==> src/rtl/gbn_pkg.sv <==
package gbn_pkg;
  localparam int CRC_W = 8;

  // CRC-8, polynomial 0x07, zero seed, MSB first over the low nbits of msg
  function automatic logic [CRC_W-1:0] crc8(input logic [63:0] msg, input int nbits);
    logic [CRC_W-1:0] c;
    logic fb;
    c = '0;
    for (int i = 63; i >= 0; i--) begin
      if (i < nbits) begin
        fb = c[CRC_W-1] ^ msg[i];
        c  = {c[CRC_W-2:0], 1'b0};
        if (fb) c = c ^ 8'h07;
      end
    end
    return c;
  endfunction
endpackage

==> src/rtl/gbn_stage_pipe.sv <==
module gbn_stage_pipe #(
  parameter int W      = 8,
  parameter int STAGES = 3
) (
  input  logic         clk,
  input  logic         rst_n,
  input  logic         src_v,
  input  logic [W-1:0] src_d,
  output logic         dst_v,
  output logic [W-1:0] dst_d
);
  logic         v_q [STAGES];
  logic [W-1:0] d_q [STAGES];

  for (genvar s = 0; s < STAGES; s++) begin : g_stage
    if (s == 0) begin : g_head
      always_ff @(posedge clk or negedge rst_n) begin
        if (!rst_n) begin
          v_q[s] <= 1'b0;
          d_q[s] <= '0;
        end else begin
          v_q[s] <= src_v;
          d_q[s] <= src_d;
        end
      end
    end else begin : g_body
      always_ff @(posedge clk or negedge rst_n) begin
        if (!rst_n) begin
          v_q[s] <= 1'b0;
          d_q[s] <= '0;
        end else begin
          v_q[s] <= v_q[s-1];
          d_q[s] <= d_q[s-1];
        end
      end
    end
  end

  assign dst_v = v_q[STAGES-1];
  assign dst_d = d_q[STAGES-1];
endmodule

==> src/rtl/gbn_sender.sv <==
module gbn_sender
  import gbn_pkg::*;
#(
  parameter int DW    = 16,
  parameter int DEPTH = 10,
  parameter int AW    = 4,
  parameter int TW    = 5
) (
  input  logic                  clk,
  input  logic                  rst_n,
  input  logic                  in_valid,
  output logic                  in_ready,
  input  logic [DW-1:0]         in_data,
  output logic                  tx_v,
  output logic [TW+DW+CRC_W-1:0] tx_frame,
  input  logic                  rsp_v,
  input  logic                  rsp_nack,
  input  logic [TW-1:0]         rsp_tag
);
  localparam int BUF = 1 << AW;

  logic [DW-1:0] mem [BUF];
  logic [TW-1:0] base_q, wr_q, nxt_q, tag_q;
  logic [DW-1:0] data_q;
  logic          v_q;
  logic [TW-1:0] used;
  logic          take;

  assign used     = wr_q - base_q;
  assign in_ready = used < TW'(DEPTH);
  assign take     = in_valid && in_ready;

  always_ff @(posedge clk) begin
    if (take) mem[wr_q[AW-1:0]] <= in_data;
  end

  always_ff @(posedge clk or negedge rst_n) begin
    if (!rst_n) begin
      base_q <= '0;
      wr_q   <= '0;
      nxt_q  <= '0;
      tag_q  <= '0;
      data_q <= '0;
      v_q    <= 1'b0;
    end else begin
      if (take) wr_q <= wr_q + 1'b1;
      if (rsp_v && !rsp_nack) base_q <= rsp_tag + 1'b1;
      if (rsp_v && rsp_nack) begin
        v_q    <= 1'b1;
        tag_q  <= rsp_tag;
        data_q <= mem[rsp_tag[AW-1:0]];
        nxt_q  <= rsp_tag + 1'b1;
      end else if (nxt_q != wr_q) begin
        v_q    <= 1'b1;
        tag_q  <= nxt_q;
        data_q <= mem[nxt_q[AW-1:0]];
        nxt_q  <= nxt_q + 1'b1;
      end else begin
        v_q <= 1'b0;
      end
    end
  end

  assign tx_v     = v_q;
  assign tx_frame = {tag_q, data_q, crc8(64'({tag_q, data_q}), TW + DW)};

  // never more than DEPTH flits held unacknowledged
  p_window_r4: assert property (@(posedge clk) disable iff (!rst_n)
    used <= TW'(DEPTH));
  // a rewind always targets the oldest unacknowledged flit
  p_nack_base_r7: assert property (@(posedge clk) disable iff (!rst_n)
    (rsp_v && rsp_nack) |-> (rsp_tag == base_q));
  // back-to-back transmissions step the tag unless a rewind intervened
  p_seq_r7: assert property (@(posedge clk) disable iff (!rst_n)
    (tx_v && $past(tx_v) && !$past(rsp_v && rsp_nack)) |-> (tag_q == $past(tag_q) + 1'b1));
  // every acknowledgement names an outstanding flit
  p_ack_known_r9: assert property (@(posedge clk) disable iff (!rst_n)
    (rsp_v && !rsp_nack) |-> (TW'(rsp_tag - base_q) < used));
endmodule

==> src/rtl/gbn_receiver.sv <==
module gbn_receiver
  import gbn_pkg::*;
#(
  parameter int DW     = 16,
  parameter int TW     = 5,
  parameter int STAGES = 3
) (
  input  logic                   clk,
  input  logic                   rst_n,
  input  logic                   lk_v,
  input  logic [TW+DW+CRC_W-1:0] lk_frame,
  output logic                   out_valid,
  input  logic                   out_ready,
  output logic [DW-1:0]          out_data,
  output logic                   rsp_v,
  output logic                   rsp_nack,
  output logic [TW-1:0]          rsp_tag
);
  localparam int SLOT = 2 * STAGES + 2;
  localparam int CW   = $clog2(SLOT + 1);

  logic [TW-1:0]    f_tag;
  logic [DW-1:0]    f_data;
  logic [CRC_W-1:0] f_crc;
  logic             crc_ok, at_slot, judge, fit;
  logic             drop_q;
  logic [CW-1:0]    cnt_q;
  logic [TW-1:0]    exp_q;

  assign f_tag   = lk_frame[TW+DW+CRC_W-1 -: TW];
  assign f_data  = lk_frame[CRC_W +: DW];
  assign f_crc   = lk_frame[CRC_W-1:0];
  assign crc_ok  = crc8(64'({f_tag, f_data}), TW + DW) == f_crc;
  assign at_slot = drop_q && (cnt_q == CW'(SLOT));
  assign judge   = (!drop_q && lk_v) || at_slot;
  assign fit     = lk_v && crc_ok && (f_tag == exp_q);

  assign out_valid = judge && fit;
  assign out_data  = f_data;

  always_ff @(posedge clk or negedge rst_n) begin
    if (!rst_n) begin
      drop_q   <= 1'b0;
      cnt_q    <= '0;
      exp_q    <= '0;
      rsp_v    <= 1'b0;
      rsp_nack <= 1'b0;
      rsp_tag  <= '0;
    end else begin
      rsp_v <= 1'b0;
      if (drop_q && !at_slot) cnt_q <= cnt_q + 1'b1;
      if (judge) begin
        rsp_v   <= 1'b1;
        rsp_tag <= exp_q;
        if (fit && out_ready) begin
          rsp_nack <= 1'b0;
          exp_q    <= exp_q + 1'b1;
          drop_q   <= 1'b0;
        end else begin
          rsp_nack <= 1'b1;
          drop_q   <= 1'b1;
          cnt_q    <= CW'(1);
        end
      end
    end
  end

  // a completed handshake is acknowledged with its own tag next cycle
  p_ack_deliver_r2: assert property (@(posedge clk) disable iff (!rst_n)
    (out_valid && out_ready) |=> (rsp_v && !rsp_nack && rsp_tag == $past(exp_q)));
  // a refused offer turns into a negative acknowledgement
  p_refuse_nack_r8: assert property (@(posedge clk) disable iff (!rst_n)
    (out_valid && !out_ready) |=> (rsp_v && rsp_nack));
  // a frame with a bad checksum never reaches the output
  p_bad_hidden_r5: assert property (@(posedge clk) disable iff (!rst_n)
    (lk_v && !crc_ok) |-> !out_valid);
endmodule

==> src/rtl/gbn_link.sv <==
module gbn_link
  import gbn_pkg::*;
#(
  parameter int DW     = 16,
  parameter int STAGES = 3,
  parameter int SW_LAT = 4,
  localparam int DEPTH = 2 * STAGES + SW_LAT,
  localparam int AW    = $clog2(DEPTH),
  localparam int TW    = AW + 1,
  localparam int FW    = TW + DW + CRC_W
) (
  input  logic          clk,
  input  logic          rst_n,
  input  logic          in_valid,
  output logic          in_ready,
  input  logic [DW-1:0] in_data,
  output logic          out_valid,
  input  logic          out_ready,
  output logic [DW-1:0] out_data,
  input  logic [FW-1:0] lnk_flip
);
  logic          tx_v, lk_v;
  logic [FW-1:0] tx_frame, lk_frame;
  logic          rsp_v, rsp_nack, bk_v;
  logic [TW-1:0] rsp_tag;
  logic [TW:0]   bk_d;

  gbn_sender #(.DW(DW), .DEPTH(DEPTH), .AW(AW), .TW(TW)) u_tx (
    .clk(clk), .rst_n(rst_n),
    .in_valid(in_valid), .in_ready(in_ready), .in_data(in_data),
    .tx_v(tx_v), .tx_frame(tx_frame),
    .rsp_v(bk_v), .rsp_nack(bk_d[TW]), .rsp_tag(bk_d[TW-1:0])
  );

  gbn_stage_pipe #(.W(FW), .STAGES(STAGES)) u_fwd (
    .clk(clk), .rst_n(rst_n),
    .src_v(tx_v), .src_d(tx_frame ^ lnk_flip),
    .dst_v(lk_v), .dst_d(lk_frame)
  );

  gbn_receiver #(.DW(DW), .TW(TW), .STAGES(STAGES)) u_rx (
    .clk(clk), .rst_n(rst_n),
    .lk_v(lk_v), .lk_frame(lk_frame),
    .out_valid(out_valid), .out_ready(out_ready), .out_data(out_data),
    .rsp_v(rsp_v), .rsp_nack(rsp_nack), .rsp_tag(rsp_tag)
  );

  gbn_stage_pipe #(.W(TW + 1), .STAGES(STAGES)) u_bwd (
    .clk(clk), .rst_n(rst_n),
    .src_v(rsp_v), .src_d({rsp_nack, rsp_tag}),
    .dst_v(bk_v), .dst_d(bk_d)
  );
endmodule

==> config.mk <==
export PLATFORM = sky130hd
export DESIGN_NAME = gbn_link
export DESIGN_NICKNAME = d
export VERILOG_FILES = /design/src/rtl/gbn_pkg.sv /design/src/rtl/gbn_stage_pipe.sv /design/src/rtl/gbn_sender.sv /design/src/rtl/gbn_receiver.sv /design/src/rtl/gbn_link.sv
export SDC_FILE = /design/constraint.sdc
export NUM_CORES = 1
export LEC_CHECK = 0
export BUFFER_PORTS_ARGS = -buffer_cell sky130_fd_sc_hd__buf_4
export CORE_UTILIZATION = 44
export CTS_BUF_LIST = sky130_fd_sc_hd__clkbuf_4 sky130_fd_sc_hd__clkbuf_8 sky130_fd_sc_hd__clkbuf_16
export DETAILED_ROUTE_END_ITERATION = 7
export PLACE_DENSITY = 0.69
export SYNTH_ARGS = -nofsm -noshare
export SYNTH_HDL_FRONTEND = slang
export SYNTH_SLANG_ARGS = --single-unit
==> constraint.sdc <==
create_clock -name clk -period 12.4 [get_ports clk]
set_clock_uncertainty 0.15 [all_clocks]
set_input_delay 1.86 -clock clk [delete_from_list [all_inputs] [get_ports clk]]
set_output_delay 1.86 -clock clk [all_outputs]
set_load 0.05 [all_outputs]
==> flow_metrics.tcl <==
set metrics [dict create \
    min_from "u_fwd.d_q[44]" \
    route.detailed.drc 0 \
    area_growth_pct 12.9 \
    root_buffer "clkbuf_16" \
    r2r_start "u_tx.wr_q[2]" \
    grt_max_degree 102 \
    clock-sinks 420 \
    final_nets 1139 \
    finalSetupTns_ns 0 \
    post_cts_resized 0 \
    status "completed" \
    grt_usage 0.193 \
    numPortBuffers 66 \
    maxSlewHeadroom 0.135 \
    drv_cap 0 \
    vias 9319 \
    async_reset_ff_frac 0.390 \
    post_cts_buffers 0 \
    setup_viol 0 \
    pre_cts_ws_ns 7.76 \
    cts_buffers 43 \
    critPathArrivalTime_ns 3.20 \
    yosys.cell_count.top_type "edfxtp_1" \
    path_clk_slew_ns 0.06 \
    whs_ns 0.191 \
    finalPower_mw 6.13 \
    overflow 0 \
    drt-wirelength-per-cell_um 24.5 \
    setup.worst_path.start "u_fwd.dst_d[27]" \
    syn_avg_cell_area_um2 18.0 \
    critPathRequiredTime_ns 10.39 \
    grt_pass1_vias 9871 \
    start_util 0.450 \
    viasPerCell 5.68 \
    synth_seq_cells 420 \
    ant_nets 0 \
    synth_common_cells "256 x edfxtp_1, 164 x dfrtp_1, 160 x mux4_2" \
    syn-num-nets 1091 \
    die_area_um2 43000 \
    synth_top_area_frac 0.415 \
    period_minus_slack_ns 5.21 \
    max_freq_mhz 192 \
    synth_edf_count 256 \
    power_density_nw_per_um2 293 \
    ys.flop_type "edfxtp_1" \
    die_x_um 207 \
    core-area_um2 41200 \
    syn-cell-area_um2 18500 \
    drt_iter0_markers 863 \
    crit_type "reg -> out" \
    setup_ws_ns 7.19 \
    antenna_found_initial 0 \
    yosysSeqAreaShare 0.636 \
    yosysWarnings 0 \
    dp.final_hpwl_um 26100 \
    synthTopCellsByArea "edfxtp_1 41%, dfrtp_1 22%, mux4_2 19%" \
    start_kind "flop" \
    p_leak_nw 7.54 \
    endpoint_kind "output port" \
    finalWeightedCongestion 0.869 \
    drt_wl_total_um 40100 \
    grt_pass1_wl_um 61500 \
    clkLatencyLatePin_ns 0.55 \
    yosysTopAreaCell "edfxtp_1" \
    ir_drop_mv 0.278 \
    cts_tree "done" \
    drive_above_1_share 0.310 \
    hp-class "reg -> reg" \
    period_share 0.420 \
    worstMarginPinSlew_ns 1.30 \
    netlist_instances 1029 \
    io_pins 67 \
    htreeDepth 2 \
    die_y_um 207 \
    clockBufferDepth 3 \
    holdBufCountCts 0 \
    firstDrtPassIters 5 \
    ys_types 47 \
    final_max_slew_viol_count 0 \
    hold_viol 0 \
    worstPathMaxFanout 6 \
    rsz0062_at_grt "no" \
    core.rowCount 74 \
]
-- logic make-up after synthesis --
group,Yosys count,share of synthesized area
DFF,420,0.636
and+or+nand+nor,154,0.0385
xor gates and xnor gates,146,0.0830
AOI/OAI and AO/OA,43,0.0146
adders and majority gates,13,0.00918
buffers and inverters,89,0.0223
muxes,164,0.197
-- power by group --
group	internal, mW	leakage, nW	switching, mW	total (mW)
combinational	1.39	2.55	1.32	2.71
clock	0.771	0.718	0.520	1.29
sequential	1.81	4.27	0.311	2.12
total	3.98	7.54	2.15	6.13
-- flip-flops by register name (all words and copies together) (netlist names) --
name,count
u_tx.nxt_q,5
u_rx.rsp_nack,1
u_rx.rsp_tag,5
u_bwd.d_q,12
u_fwd.dst_d,29
u_tx.tag_q,5
u_tx.data_q,16
u_fwd.dst_v,1
u_tx.tx_v,1
u_bwd.dst_d,6
u_tx.mem,256
u_bwd.v_q,2
u_rx.exp_q,5
u_tx.base_q,5
u_fwd.d_q,58
u_rx.rsp_v,1
u_bwd.dst_v,1
u_tx.wr_q,5
u_fwd.v_q,2
u_rx.cnt_q,4
-- per-layer routing --
layer  global-route usage  wire [µm]  part of all wire
met2                0.309      19200              0.48
met1                0.268      17000              0.42
met4               0.0623       1130             0.028
met3               0.0390       2840             0.071
met5                    0          0                 0
-- cell type report --
cell class / instances / area, µm²
clock buffer: 58 / 1250
timing repair buffer: 79 / 597
inverter: 13 / 48.8
tap: 532 / 666
antenna: 1 / 2.50
multi-input combinational: 520 / 6390
sequential: 420 / 11800
fill: 3245 / 20300
clock inverter: 17 / 184
-- critical path: stages (launching register included) --
cell and delay [ns]:
dfrtp_1 0.56, xor3_2 0.56, xnor3_1 0.37, or2_1 0.22, mux2i_1 0.17, o2111ai_2 0.29, nor3_1 0.24, buf_4 0.23
-- metrics by stage --
stage | cell area (µm²) | std cells | util
2_1_floorplan | 18500 | 1029 | -
3_3_place_gp | 19500 | 1564 | 0.473
3_5_place_dp | 19500 | 1564 | 0.473
4_1_cts | 20900 | 1639 | 0.508
5_1_grt | 20900 | 1639 | 0.508
6_report | 20900 | 1640 | 0.508
-- worst paths after layout --
| check | depth (start not counted) | slack, ns | end |
|---|---|---|---|
| worst max register to register | 8 | 8.60 | u_tx.mem[12][3] |
| min in group asynchronous | 1 | 1.23 | u_rx.cnt_q[2] |
| worst min-delay path | 0 | 0.19 | u_fwd.dst_d[15] |
| worst max-delay path | 7 | 7.19 | out_valid |
| worst min register to register | 0 | 0.19 | u_fwd.dst_d[15] |
| max in group asynchronous | 2 | 9.50 | u_fwd.d_q[52] |
-- cells in the final DEF (no fill, tap or decap), types with 3 or more instances in the layout --
| master | synthesis | layout |
|---|---|---|
| clkinv_2 | 0 | 6 |
| bufinv_16 | 0 | 3 |
| nand2_1 | 81 | 80 |
| nand3_1 | 4 | 4 |
| ha_1 | 12 | 12 |
| a21oi_1 | 5 | 5 |
| nor2_1 | 35 | 24 |
| nand4_1 | 6 | 6 |
| nor2_2 | 0 | 11 |
| dfrtp_1 | 164 | 160 |
| nor3_1 | 7 | 3 |
| clkbuf_8 | 0 | 4 |
| inv_1 | 12 | 12 |
| edfxtp_1 | 256 | 256 |
| o21ai_0 | 8 | 8 |
| nor3_2 | 0 | 4 |
| mux4_2 | 160 | 160 |
| a31oi_1 | 23 | 23 |
| and2_1 | 3 | 3 |
| clkbuf_4 | 0 | 9 |
| xor2_1 | 51 | 51 |
| xnor3_1 | 13 | 13 |
| nand2b_1 | 3 | 3 |
| clkinv_1 | 1 | 3 |
| buf_4 | 17 | 78 |
| xnor2_1 | 77 | 77 |
| and4_1 | 3 | 3 |
| clkbuf_16 | 0 | 45 |
Note: power is estimated with default switching activity, not from simulation.
